===== src/rtl/sershift_pkg.sv =====
package sershift_pkg;

  localparam int unsigned REG_MODE   = 0;
  localparam int unsigned REG_DATA   = 1;
  localparam int unsigned REG_RELOAD = 2;

  typedef struct packed {
    logic       enable;
    logic       start;
    logic       master;
    logic       lsbFirst;
    logic       cpol;
    logic       cpha;
    logic [1:0] rateSel;
  } modeReg_t;

  typedef struct packed {
    logic loadBuf;
    logic startXfer;
    logic sampleIn;
    logic shiftBuf;
    logic driveCur;
    logic driveNext;
    logic xferDone;
  } xferStrobe_t;

endpackage


===== src/rtl/sershift_clkgen.sv =====
module sershift_clkgen #(
  parameter int RATE_W = 2,
  parameter int CNT_W  = 8
) (
  input  logic              clk,
  input  logic              rstN,
  input  logic              run,
  input  logic [RATE_W-1:0] rateSel,
  input  logic [CNT_W-1:0]  reload,
  output logic              tick
);
  localparam int PRE_W = (1 << RATE_W) - 1;

  logic [PRE_W-1:0] preCnt;
  logic [PRE_W:0]   preSpan;
  logic [PRE_W-1:0] preMask;
  logic             preTick;
  logic [CNT_W-1:0] postCnt;

  always_comb begin
    preSpan = ({{PRE_W{1'b0}}, 1'b1} << rateSel) - 1'b1;
    preMask = preSpan[PRE_W-1:0];
  end

  assign preTick = run && (preCnt == preMask);
  assign tick    = preTick && (postCnt == '0);

  always_ff @(posedge clk or negedge rstN) begin
    if (!rstN) begin
      preCnt <= '0;
    end else if (!run || preTick) begin
      preCnt <= '0;
    end else begin
      preCnt <= preCnt + 1'b1;
    end
  end

  always_ff @(posedge clk or negedge rstN) begin
    if (!rstN) begin
      postCnt <= '0;
    end else if (!run) begin
      postCnt <= reload;
    end else if (preTick) begin
      postCnt <= (postCnt == '0) ? reload : postCnt - 1'b1;
    end
  end
endmodule


===== src/rtl/sershift_ctrl.sv =====
module sershift_ctrl
  import sershift_pkg::*;
#(
  parameter int DATA_W = 8,
  parameter int ADDR_W = 2,
  parameter int SYNC_N = 2
) (
  input  logic              clk,
  input  logic              rstN,
  input  logic              wrEn,
  input  logic [ADDR_W-1:0] wrAddr,
  input  logic [DATA_W-1:0] wrData,
  input  logic              sclkIn,
  input  logic              masterTick,
  output modeReg_t          modeQ,
  output logic [DATA_W-1:0] reloadVal,
  output xferStrobe_t       str,
  output logic              lsbEff,
  output logic              busy,
  output logic              irq,
  output logic              sclkOut,
  output logic              sclkOe,
  output logic              runMaster
);
  localparam int EDGES = 2 * DATA_W;
  localparam int EC_W  = $clog2(EDGES);

  modeReg_t          wrMode;
  logic              modeWr;
  logic              acceptStart;
  logic [EC_W-1:0]   edgeCnt;
  logic [SYNC_N-1:0] syncQ;
  logic              prevLvl;
  logic              slaveEdge;
  logic              edgeEv;
  logic              leadEdge;

  assign wrMode      = modeReg_t'(wrData[7:0]);
  assign busy        = modeQ.start;
  assign modeWr      = wrEn && (wrAddr == ADDR_W'(REG_MODE)) && !busy;
  assign acceptStart = modeWr && wrMode.start && wrMode.enable;
  assign runMaster   = busy && modeQ.master;
  assign sclkOe      = modeQ.master && modeQ.enable;
  assign lsbEff      = acceptStart ? wrMode.lsbFirst : modeQ.lsbFirst;

  // pin clock synchroniser and edge detect
  always_ff @(posedge clk or negedge rstN) begin
    if (!rstN) begin
      syncQ   <= '0;
      prevLvl <= 1'b0;
    end else begin
      syncQ   <= {syncQ[SYNC_N-2:0], sclkIn};
      prevLvl <= syncQ[SYNC_N-1];
    end
  end
  assign slaveEdge = syncQ[SYNC_N-1] ^ prevLvl;

  assign edgeEv   = busy && (modeQ.master ? masterTick : slaveEdge);
  assign leadEdge = ~edgeCnt[0];

  always_comb begin
    str           = '0;
    str.loadBuf   = wrEn && (wrAddr == ADDR_W'(REG_DATA)) && !busy;
    str.startXfer = acceptStart;
    str.sampleIn  = edgeEv && (leadEdge ^ modeQ.cpha);
    str.shiftBuf  = edgeEv && !leadEdge;
    str.driveCur  = edgeEv && leadEdge && modeQ.cpha;
    str.driveNext = edgeEv && !leadEdge && !modeQ.cpha;
    str.xferDone  = edgeEv && (edgeCnt == EC_W'(EDGES - 1));
  end

  always_ff @(posedge clk or negedge rstN) begin
    if (!rstN) begin
      modeQ <= '0;
    end else if (modeWr) begin
      modeQ       <= wrMode;
      modeQ.start <= acceptStart;
    end else if (str.xferDone) begin
      modeQ.start <= 1'b0;
    end
  end

  always_ff @(posedge clk or negedge rstN) begin
    if (!rstN) begin
      reloadVal <= '0;
    end else if (wrEn && (wrAddr == ADDR_W'(REG_RELOAD))) begin
      reloadVal <= wrData;
    end
  end

  always_ff @(posedge clk or negedge rstN) begin
    if (!rstN) begin
      edgeCnt <= '0;
    end else if (acceptStart) begin
      edgeCnt <= '0;
    end else if (edgeEv) begin
      edgeCnt <= edgeCnt + 1'b1;
    end
  end

  always_ff @(posedge clk or negedge rstN) begin
    if (!rstN) begin
      sclkOut <= 1'b0;
    end else if (modeWr) begin
      sclkOut <= wrMode.cpol;
    end else if (edgeEv && modeQ.master) begin
      sclkOut <= ~sclkOut;
    end
  end

  always_ff @(posedge clk or negedge rstN) begin
    if (!rstN) begin
      irq <= 1'b0;
    end else if (acceptStart) begin
      irq <= 1'b0;
    end else if (str.xferDone) begin
      irq <= 1'b1;
    end
  end
endmodule


===== src/rtl/sershift_dp.sv =====
module sershift_dp
  import sershift_pkg::*;
#(
  parameter int DATA_W = 8
) (
  input  logic              clk,
  input  logic              rstN,
  input  xferStrobe_t       str,
  input  logic [DATA_W-1:0] wrData,
  input  logic              lsbFirst,
  input  logic              sdiPin,
  output logic [DATA_W-1:0] bufQ,
  output logic              sdoOut
);
  logic              heldBit;
  logic              inBit;
  logic [DATA_W-1:0] shifted;
  logic              curOut;
  logic              nextOut;

  assign inBit = str.sampleIn ? sdiPin : heldBit;

  always_comb begin
    if (lsbFirst) begin
      shifted = {inBit, bufQ[DATA_W-1:1]};
      curOut  = bufQ[0];
      nextOut = shifted[0];
    end else begin
      shifted = {bufQ[DATA_W-2:0], inBit};
      curOut  = bufQ[DATA_W-1];
      nextOut = shifted[DATA_W-1];
    end
  end

  always_ff @(posedge clk or negedge rstN) begin
    if (!rstN) begin
      bufQ <= '0;
    end else if (str.loadBuf) begin
      bufQ <= wrData;
    end else if (str.shiftBuf) begin
      bufQ <= shifted;
    end
  end

  always_ff @(posedge clk or negedge rstN) begin
    if (!rstN) begin
      heldBit <= 1'b0;
    end else if (str.sampleIn) begin
      heldBit <= sdiPin;
    end
  end

  always_ff @(posedge clk or negedge rstN) begin
    if (!rstN) begin
      sdoOut <= 1'b0;
    end else if (str.startXfer || str.driveCur) begin
      sdoOut <= curOut;
    end else if (str.driveNext) begin
      sdoOut <= nextOut;
    end
  end
endmodule


===== src/rtl/sershift_top.sv =====
module sershift_top
  import sershift_pkg::*;
#(
  parameter int DATA_W = 8,
  parameter int ADDR_W = 2,
  parameter int RATE_W = 2,
  parameter int SYNC_N = 2
) (
  input  logic              clk,
  input  logic              rstN,
  input  logic              wrEn,
  input  logic [ADDR_W-1:0] wrAddr,
  input  logic [DATA_W-1:0] wrData,
  input  logic [ADDR_W-1:0] rdAddr,
  output logic [DATA_W-1:0] rdData,
  input  logic              sclkIn,
  output logic              sclkOut,
  output logic              sclkOe,
  input  logic              sdi,
  output logic              sdo,
  output logic              irq
);
  modeReg_t          modeQ;
  xferStrobe_t       str;
  logic [DATA_W-1:0] reloadVal;
  logic [DATA_W-1:0] bufQ;
  logic              lsbEff;
  logic              busy;
  logic              runMaster;
  logic              masterTick;

  sershift_clkgen #(.RATE_W(RATE_W), .CNT_W(DATA_W)) i_clkgen (
    .clk(clk), .rstN(rstN), .run(runMaster), .rateSel(modeQ.rateSel),
    .reload(reloadVal), .tick(masterTick)
  );

  sershift_ctrl #(.DATA_W(DATA_W), .ADDR_W(ADDR_W), .SYNC_N(SYNC_N)) i_ctrl (
    .clk(clk), .rstN(rstN), .wrEn(wrEn), .wrAddr(wrAddr), .wrData(wrData),
    .sclkIn(sclkIn), .masterTick(masterTick), .modeQ(modeQ),
    .reloadVal(reloadVal), .str(str), .lsbEff(lsbEff), .busy(busy),
    .irq(irq), .sclkOut(sclkOut), .sclkOe(sclkOe), .runMaster(runMaster)
  );

  sershift_dp #(.DATA_W(DATA_W)) i_dp (
    .clk(clk), .rstN(rstN), .str(str), .wrData(wrData), .lsbFirst(lsbEff),
    .sdiPin(sdi), .bufQ(bufQ), .sdoOut(sdo)
  );

  always_comb begin
    if (rdAddr == ADDR_W'(REG_MODE)) begin
      rdData = DATA_W'(modeQ);
    end else if (rdAddr == ADDR_W'(REG_DATA)) begin
      rdData = bufQ;
    end else if (rdAddr == ADDR_W'(REG_RELOAD)) begin
      rdData = reloadVal;
    end else begin
      rdData = '0;
    end
  end
endmodule


===== config.mk =====
export PLATFORM = sky130hd
export DESIGN_NAME = sershift_top
export DESIGN_NICKNAME = d
export VERILOG_FILES = /design/src/rtl/sershift_pkg.sv /design/src/rtl/sershift_clkgen.sv /design/src/rtl/sershift_ctrl.sv /design/src/rtl/sershift_dp.sv /design/src/rtl/sershift_top.sv
export SDC_FILE = /design/constraint.sdc
export NUM_CORES = 1
export LEC_CHECK = 0
export ABC_AREA = 1
export BUFFER_PORTS_ARGS = -buffer_cell sky130_fd_sc_hd__clkbuf_2
export CAP_MARGIN = 25
export CORE_MARGIN = 2
export CORE_UTILIZATION = 30
export CTS_CLUSTER_DIAMETER = 60
export DETAILED_ROUTE_END_ITERATION = 16
export PLACE_DENSITY = 0.55
export SETUP_SLACK_MARGIN = 0.4
export SLEW_MARGIN = 20
export SYNTH_ARGS = -nofsm -noshare
export SYNTH_HDL_FRONTEND = slang
export SYNTH_HIERARCHICAL = 1
export SYNTH_SLANG_ARGS = --single-unit

===== constraint.sdc =====
create_clock -name clk -period 2.5 [get_ports clk]
set_clock_uncertainty 0.2 [all_clocks]
set_input_delay 0.5 -clock clk [delete_from_list [all_inputs] [get_ports clk]]
set_output_delay 0.5 -clock clk [all_outputs]
set_load 0.03 [all_outputs]

==> run summary, run 1 <==
F_max -> 456.9 MHz
Die area -> 0.01007 sq mm
Critical Path RT -> 2.54 ns
GR Util met1 -> 20.20%
Ant. Diodes -> 0
CTS root buffer -> clkbuf_8
Layout Cells excl Fill -> 520
Worst EP arrival -> 2.23 ns
First-pass detailed-route iteration total -> 5
HP Class -> in2reg
Crit path kind -> reg2reg
Status -> finished, final reports clean
Initial Util -> 30.58%
Total GRT Usage -> 14.40%
Final slew viol count -> 0
Die Ht -> 100.4 microns
Grt met2 use -> 23.34%
First-pass GRT wire length -> 11.50 mm
Max IR drop VDD -> 0.4866 mV
Slowest cell on crit path -> dfrtp_2
Max Cap Viol -> 0
H-tree Lvls -> 2
FP Rows -> 35
RSZ-0062 raised after global routing -> true
CORE AREA -> 0.009109 sq mm
Met3 usage -> 2.507%
Initial antenna violation count -> 0
I/O pins -> 29
Final wirelength -> 6.783 mm
Worst-case clock buffer depth -> 2
Layout cells sized above 1 -> 29.34%
CP Cell Sequence -> xnor2_2 -> nand3_4 -> nor3_4 -> nor2_2 -> nor2_4 -> buf_4 -> nand3_2 -> inv_2 -> inv_1 -> nor2_2 -> o211ai_1 -> nand3_1
Crit-path max cell delay -> 0.48 ns
Tmin final -> 2.189 ns
Largest net degree at the start of global routing -> 21
DP Cell Count -> 498
Clock slew at reported path FFs -> 0.09 ns
Leak -> 1.724 nW
Gpl congestion -> 0.8203
Worst-Margin Slew -> 0.4953 ns
CP max FO -> 7
Mapped Area -> 0.002785 sq mm
Final nets -> 429
Vias -> 2486
Final HPWL DP -> 5.067 mm
CP dominant cell by count -> nor2_2
Syn nets -> 386
Num CTS Buffers -> 5
Crit path max-delay family -> simple AND/OR/NAND/NOR gates
Ys Warns -> 6
Final hold viol count -> 0
PortBufs -> 28
Total Neg Setup Slack -> 0 ns
Final worst-path cycle share -> 87.55%
Post-route ant nets -> 0
Die Width -> 100.4 microns
Worst skew pair latency -> 0.30 ns
Vias in the first global route -> 2376
Post-synthesis cell count -> 365
Hold slack -> 0.1137 ns
DR iter-0 viols -> 161
Average size of a mapped cell -> 7.631 sq um
Gr busiest metal -> met2
Routed wire per std cell -> 13.04 microns
Pwr dens -> 1125 mW/mm^2
Area growth from synthesis to layout -> 19.18%
CTS Sinks -> 46
Final setup viols -> 0
CTS tree -> yes
Startpoint types -> flop
Total gr overflow -> 0
Remaining DRCs -> 0
Buf/Inv on CP -> 3
Crit. End Element -> flop
Rel. slew slack -> 66.98%
Routed vias/inst -> 4.781
repair_timing:
item / in CTS / in global routing
gates resized for setup: 19 / 19
hold endpoints to repair: 12 / 0
hold buffers: 1 / 0
buffers inserted: 9 / 4
pin swaps: 13 / 7
setup endpoints to repair: 10 / 18
path summary, 6_finish.rpt:
check	from	end	cells past startpoint	slack, ns
max	i_ctrl/modeQ[1]	i_dp/bufQ[2]	12	0.31
min	sclkIn	i_ctrl/syncQ[0]	1	0.11
max reg2reg	i_ctrl/modeQ[1]	i_dp/bufQ[2]	12	0.31
min reg2reg	i_ctrl/syncQ[0]	i_ctrl/syncQ[1]	0	0.16
max in group asynchronous	rstN	i_ctrl/modeQ[2]	3	1.04
min in group asynchronous	rstN	i_clkgen/preCnt[2]	2	0.44
metal layers:
layer / routed length [microns] / part of all wire, %
met5: 0 / 0
met3: 249 / 3.7
met4: 19 / 0.28
met2: 3340 / 49
met1: 3173 / 47
metrics by stage:
stage	setup slack, ns	utilization, %	area (sq um)	total power [mW]
4_1_cts	0.2825	35.47	3231	3.646
3_3_place_gp	0.2257	33.05	3010	2.941
2_1_floorplan	0.4386	-	2796	2.588
3_5_place_dp	0.2186	33.05	3010	2.956
5_1_grt	0.1734	36.44	3319	4.095
6_report	0.3114	36.44	3319	3.734
layout make-up:
type | instances | area, sq um
Multi-Input combinational cell | 257 | 1444
Clock buffer | 7 | 86.33
Clock inverter | 1 | 5.005
Sequential cell | 46 | 1157
Inverter | 51 | 196.4
Tap cell | 111 | 138.9
Fill cell | 970 | 5789
Timing Repair Buffer | 47 | 291.5
placed cells by master (no fill, tap or decap), types with 5 or more instances in the layout:
master,count
inv_2,12
buf_4,17
inv_1,37
o21ai_1,7
dfrtp_1,41
clkbuf_2,25
nor2_2,6
nand2_2,7
o21ai_2,8
dfrtp_2,5
nor2_4,8
o21ai_0,12
nand3_1,44
nand2_1,108
nor2_1,12
clkbuf_8,6
sequential cells by signal, indices dropped and copies added (netlist names):
name	flops
i_ctrl/busy	1
i_dp/heldBit	1
i_ctrl/sclkOut	1
i_dp/sdoOut	1
i_clkgen/postCnt	8
i_ctrl/reloadVal	8
i_ctrl/edgeCnt	4
i_ctrl/prevLvl	1
i_dp/bufQ	8
i_ctrl/syncQ	2
i_clkgen/preCnt	3
i_ctrl/irq	1
i_ctrl/modeQ	7
power by group:
group | internal (mW) | leakage, nW | switching, mW
sequential | 1.02 | 0.565 | 0.296
clock | 0.224 | 0.0482 | 0.261
combinational | 0.768 | 1.11 | 1.17
Note: power is estimated with default switching activity, not from simulation.
==> inputs of run 2 (changes only) <==
--- a/config.mk
+++ b/config.mk
@@ -9,10 +9,10 @@
 export BUFFER_PORTS_ARGS = -buffer_cell sky130_fd_sc_hd__clkbuf_2
 export CAP_MARGIN = 25
 export CORE_MARGIN = 2
-export CORE_UTILIZATION = 30
+export CORE_UTILIZATION = 59
 export CTS_CLUSTER_DIAMETER = 60
 export DETAILED_ROUTE_END_ITERATION = 16
-export PLACE_DENSITY = 0.55
+export PLACE_DENSITY = 0.89
 export SETUP_SLACK_MARGIN = 0.4
 export SLEW_MARGIN = 20
 export SYNTH_ARGS = -nofsm -noshare
==> run summary, run 2 (synthesis gave the netlist of run 1 again) <==
Rel. slew slack -> 60.12% (-6.9 points)
Total GRT Usage -> 27.43% (+13 points)
Worst reg2reg setup slack -> 0.30 ns (about the same)
Worst-case clock buffer depth -> 2 (unchanged)
R2r startpoint -> i_ctrl/modeQ[1]
Remaining DRCs -> 0 (unchanged)
First-pass GRT wire length -> 11.22 mm (-2.5%)
Final HPWL DP -> 4.535 mm (-10%)
CTS root buffer -> clkbuf_8
Routed wire per std cell -> 14.55 microns (+12%)
CORE AREA -> 0.004444 sq mm (-51%)
Biggest registers after layout -> i_clkgen/postCnt (8), i_ctrl/reloadVal (8), i_dp/bufQ (8)
Status -> finished, final reports clean
I/O pins -> 29 (unchanged)
Final slew viol count -> 0 (unchanged)
Num CTS Buffers -> 5 (unchanged)
Layout Cells excl Fill -> 457 (-12%)
CTS Sinks -> 46 (unchanged)
Hold Buf Count CTS -> 0 (-1)
Vias -> 2556 (+2.8%)
Worst skew pair latency -> 0.31 ns (about the same)
Commonest non-fill, non-tap cells in the layout -> nand2_1 (109), nand3_1 (47), dfrtp_1 (43)
RSZ-0062 raised after global routing -> true
Final hold viol count -> 0 (unchanged)
Critical Path RT -> 2.53 ns (about the same)
Crit path max-delay family -> simple AND/OR/NAND/NOR gates
Area growth from synthesis to layout -> 13.97%
Hold slack -> 0.08153 ns (-0.03219 ns)
Layout cells sized above 1 -> 26.67% (-2.7 points)
Post-route ant nets -> 0 (unchanged)
Total gr overflow -> 0 (unchanged)
Buf/Inv on CP -> 3 (unchanged)
Final nets -> 425 (-0.93%)
DP Cell Count -> 437 (-12%)
Final worst-path cycle share -> 87.94% (+0.40 points)
Commonest non-fill, non-tap cell in the layout -> nand2_1
Final WS setup -> 0.3014 ns (-0.009969 ns)
F_max -> 454.8 MHz (-0.45%)
CTS tree -> yes
Layout fillers -> 343 (-65%)
CP startpoint -> i_ctrl/modeQ[1]
Final setup viols -> 0 (unchanged)
Routed vias/inst -> 5.593 (+17%)
Crit path kind -> reg2reg
Leak -> 1.697 nW (-1.6%)
Pwr dens -> 1172 mW/mm^2 (+4.2%)
Initial antenna violation count -> 0 (unchanged)
Setup slack after placement -> 0.1792 ns (-0.03935 ns)
Design Power -> 3.721 mW (-0.34%)
Worst-Margin Slew -> 0.5982 ns (+0.1029 ns)
Die area -> 0.005286 sq mm (-48%)
Clock slew at reported path FFs -> 0.09 ns (about the same)
Startpoint types -> flop
Die Ht -> 72.71 microns (-28%)
Worst EP arrival -> 2.23 ns (about the same)
Crit. End Element -> flop
Crit-path max cell delay -> 0.46 ns (-0.02 ns)
H-tree Lvls -> 2 (unchanged)
First-pass detailed-route iteration total -> 5 (unchanged)
DR iter-0 viols -> 274 (+70%)
Largest net degree at the start of global routing -> 47 (+120%)
Total Neg Setup Slack -> 0 ns (unchanged)
Worst reg2reg endpoint -> i_dp/bufQ[3]
CP Cell Sequence -> nor2_1 -> nand2_1 -> nand2_2 -> nand3_4 -> nor3_4 -> nor2_2 -> nor2_4 -> nand3_1 -> inv_2 -> inv_1 -> nor2_2 -> inv_2 -> o21ai_0
Slowest cell on crit path -> dfrtp_2
Die Width -> 72.71 microns (-28%)
Vias in the first global route -> 2462 (+3.6%)
FP Rows -> 24 (-31%)
CP max FO -> 7 (unchanged)
Tmin final -> 2.199 ns (+0.009969 ns)
Max IR drop VDD -> 0.6000 mV (+23%)
PortBufs -> 28 (unchanged)
Max Cap Viol -> 0 (unchanged)
Ant. Diodes -> 0 (unchanged)
Initial Util -> 62.67% (+32 points)
Gpl congestion -> 0.9276 (+13%)
R2R cell count -> 13 (+1)
HP Class -> in2async
Final wirelength -> 6.651 mm (-1.9%)
-- run 2: cell count changes in the layout (fill, tap and decap cells not counted), moves of 2 or more --
| cell | delta |
|---|---|
| buf_4 | -3 |
| nand3_1 | +3 |
| nand3_2 | -3 |
| a22oi_1 | +2 |
| a22oi_2 | -2 |
| dfrtp_1 | +2 |
| dfrtp_2 | -2 |
-- run 2: final cells by class --
cell class                 instances  area, sq um  area share [%]
clock buffer                       6        72.57           2.286
multi-input combinational        257         1415           44.58
inverter                          51        196.4           6.188
sequential                        46         1155           36.38
timing repair buffer              43        256.5           8.080
clock inverter                     2        13.76          0.4336
tap                               52        65.06           2.050
-- run 2: routing by layer --
layer	GRT usage (%)	routed length [microns]	vias up	part of all wire, %
met2	44.65	3369	84	51
met3	6.077	386	23	5.8
li1	-	-	1237	-
met5	0	0	-	0
met4	10.49	167	0	2.5
met1	35.90	2729	1212	41
-- run 2: how the worst max path moves through the flow --
stage / endpoint / cells past startpoint
floorplan: i_dp/bufQ[0] / 15
global placement: i_dp/bufQ[0] / 13
detailed placement: i_dp/bufQ[0] / 13
CTS: i_dp/bufQ[7] / 16
global route: i_dp/bufQ[7] / 16
finish: i_dp/bufQ[3] / 13
-- run 2: power breakdown --
part | internal, mW | switching (mW) | leakage (nW)
combinational | 0.753 | 1.19 | 1.08
clock | 0.198 | 0.262 | 0.0452
sequential | 1.02 | 0.297 | 0.569
-- run 2: what timing repair did --
item / CTS / global route
setup endpoints to repair: 10 / 12
resized for setup: 17 / 10
pin swaps: 11 / 9
setup buffers: 11 / 1
-- run 2: stage by stage --
step	cell area [sq um]	utilization [%]
finish	3174	71.42
global route	3174	71.42
CTS	3132	70.47
detailed placement	2922	65.74
global placement	2922	65.74
floorplan	2796	-
==> inputs of run 3 (changes only) <==
--- a/config.mk
+++ b/config.mk
@@ -13,6 +13,7 @@
 export CTS_CLUSTER_DIAMETER = 60
 export DETAILED_ROUTE_END_ITERATION = 16
 export PLACE_DENSITY = 0.89
+export RECOVER_POWER = 100
 export SETUP_SLACK_MARGIN = 0.4
 export SLEW_MARGIN = 20
 export SYNTH_ARGS = -nofsm -noshare
==> run summary, run 3 (synthesis gave the netlist of run 1 again) <==
Pwr dens -> 1173 mW/mm^2 (about the same)
Crit. End Element -> flop
Worst-Margin Slew -> 1.150 ns (+0.5515 ns)
Num CTS Buffers -> 5 (unchanged)
Critical Path RT -> 2.52 ns (about the same)
Ant. Diodes -> 0 (unchanged)
Setup slack after placement -> 0.1792 ns (unchanged)
CP startpoint -> i_ctrl/modeQ[1]
I/O pins -> 29 (unchanged)
Final setup viols -> 0 (unchanged)
Final hold viol count -> 0 (unchanged)
Final WS setup -> 0.2621 ns (-0.03925 ns)
Remaining DRCs -> 0 (unchanged)
Routed vias/inst -> 5.613 (+0.35%)
Final nets -> 425 (unchanged)
Tmin final -> 2.238 ns (+0.03925 ns)
Worst reg2reg setup slack -> 0.26 ns (-0.04 ns)
FP Rows -> 24 (unchanged)
H-tree Lvls -> 2 (unchanged)
Crit path kind -> reg2reg
First-pass detailed-route iteration total -> 7 (+2)
Total gr overflow -> 0 (unchanged)
Hold slack -> 0.1011 ns (+0.01961 ns)
Die Ht -> 72.71 microns (unchanged)
First-pass GRT wire length -> 11.22 mm (unchanged)
Placed cell area -> 0.002922 sq mm (unchanged)
Design area -> 0.003144 sq mm (-0.95%)
Total Neg Setup Slack -> 0 ns (unchanged)
Vias in the first global route -> 2462 (unchanged)
DR iter-0 viols -> 201 (-27%)
Max IR drop VDD -> 0.5968 mV (-0.54%)
Layout cells sized above 1 -> 23.70% (-3.0 points)
Largest net degree at the start of global routing -> 47 (unchanged)
CORE AREA -> 0.004444 sq mm (unchanged)
Post-route ant nets -> 0 (unchanged)
CTS root buffer -> clkbuf_8
Critical path destination -> i_dp/bufQ[3]
DP Cell Count -> 437 (unchanged)
RSZ-0062 raised after global routing -> true
Max Cap Viol -> 0 (unchanged)
Final core utilization -> 70.75% (-0.68 points)
F_max -> 446.9 MHz (-1.8%)
Routed wire per std cell -> 14.58 microns (+0.20%)
CTS Sinks -> 46 (unchanged)
Leak -> 1.684 nW (-0.74%)
Total GRT Usage -> 27.43% (unchanged)
Biggest registers after layout -> i_clkgen/postCnt (8), i_ctrl/reloadVal (8), i_dp/bufQ (8)
Worst skew pair latency -> 0.31 ns (about the same)
Initial antenna violation count -> 0 (unchanged)
Die Width -> 72.71 microns (unchanged)
Rel. slew slack -> 23.35% (-37 points)
Commonest non-fill, non-tap cells in the layout -> nand2_1 (111), nand3_1 (48), dfrtp_1 (45)
Final wirelength -> 6.664 mm (+0.20%)
R2r startpoint -> i_ctrl/modeQ[1]
Gpl congestion -> 0.9276 (unchanged)
Final slew viol count -> 0 (unchanged)
Worst-case clock buffer depth -> 2 (unchanged)
HP Class -> in2reg
Initial Util -> 62.67% (unchanged)
R2R cell count -> 13 (unchanged)
CTS tree -> yes
Startpoint types -> flop
Design Power -> 3.689 mW (-0.86%)
Final worst-path cycle share -> 89.51% (+1.6 points)
Die area -> 0.005286 sq mm (unchanged)
Area growth from synthesis to layout -> 12.89%
CP max FO -> 7 (unchanged)
Clock slew at reported path FFs -> 0.09 ns (about the same)
Commonest non-fill, non-tap cell in the layout -> nand2_1
Layout Cells excl Fill -> 457 (unchanged)
Final HPWL DP -> 4.535 mm (unchanged)
Worst EP arrival -> 2.26 ns (+0.03 ns)
Status -> finished, final reports clean
Worst reg2reg endpoint -> i_dp/bufQ[3]
PortBufs -> 28 (unchanged)
Vias -> 2565 (+0.35%)
run 3: cell count changes in the layout (fill, tap and decap cells not counted), moves of 2 or more:
cell,delta
nand2_1,+2
dfrtp_2,-2
dfrtp_1,+2
nand2_2,-2
clkbuf_2,-2
o21ai_0,+3
o21ai_2,-3
clkbuf_1,+3
run 3: repair_timing:
item	4_1_cts	5_1_grt
hold buffers	0	0
gates resized for setup	17	10
endpoints found under the setup margin	10	12
pin swaps	11	9
setup buffers	11	1
run 3: worst min-delay path by stage:
| stage | start | endpoint | slack [ns] | cells past startpoint |
|---|---|---|---|---|
| final | sclkIn | i_ctrl/syncQ[0] | 0.10 | 1 |
| after global routing | sclkIn | i_ctrl/syncQ[0] | 0.09 | 1 |
| after CTS | rstN | i_clkgen/postCnt[7] | 0.1 | 2 |
| after detailed placement | i_ctrl/syncQ[0] | i_ctrl/syncQ[1] | 0.14 | 0 |
| after global placement | i_ctrl/syncQ[0] | i_ctrl/syncQ[1] | 0.14 | 0 |
| after floorplan | rstN | i_clkgen/postCnt[0] | 0.004 | 0 |
run 3: per-layer routing:
layer  GRT usage (%)  up-vias  routed length [microns]
met1           35.90     1216                     2734
met2           44.65       92                     3383
met5               0        -                        0
li1                -     1233                        -
met3           6.077       24                      357
met4           10.49        0                      189
run 3: worst max-delay path, stage by stage (launching register included):
cell	delay, ns
dfrtp_1	0.47
nor2_1	0.14
nand2_1	0.07
nand2_2	0.09
nand3_4	0.08
nor3_4	0.21
nor2_2	0.07
nor2_4	0.14
nand3_1	0.16
inv_2	0.12
inv_1	0.05
nor2_2	0.11
inv_2	0.07
o21ai_0	0.18
run 3: power breakdown:
group	internal [mW]	switching, mW
Sequential	1.01	0.297
Combinational	0.739	1.18
Clock	0.198	0.259
run 3: area by class of cell:
| type | instances | area [sq um] |
|---|---|---|
| Tap cell | 52 | 65.06 |
| Inverter | 51 | 196.4 |
| Timing Repair Buffer | 43 | 250.2 |
| Fill cell | 349 | 1300 |
| Sequential cell | 46 | 1152 |
| Clock buffer | 6 | 72.57 |
| Clock inverter | 2 | 13.76 |
| Multi-Input combinational cell | 257 | 1394 |
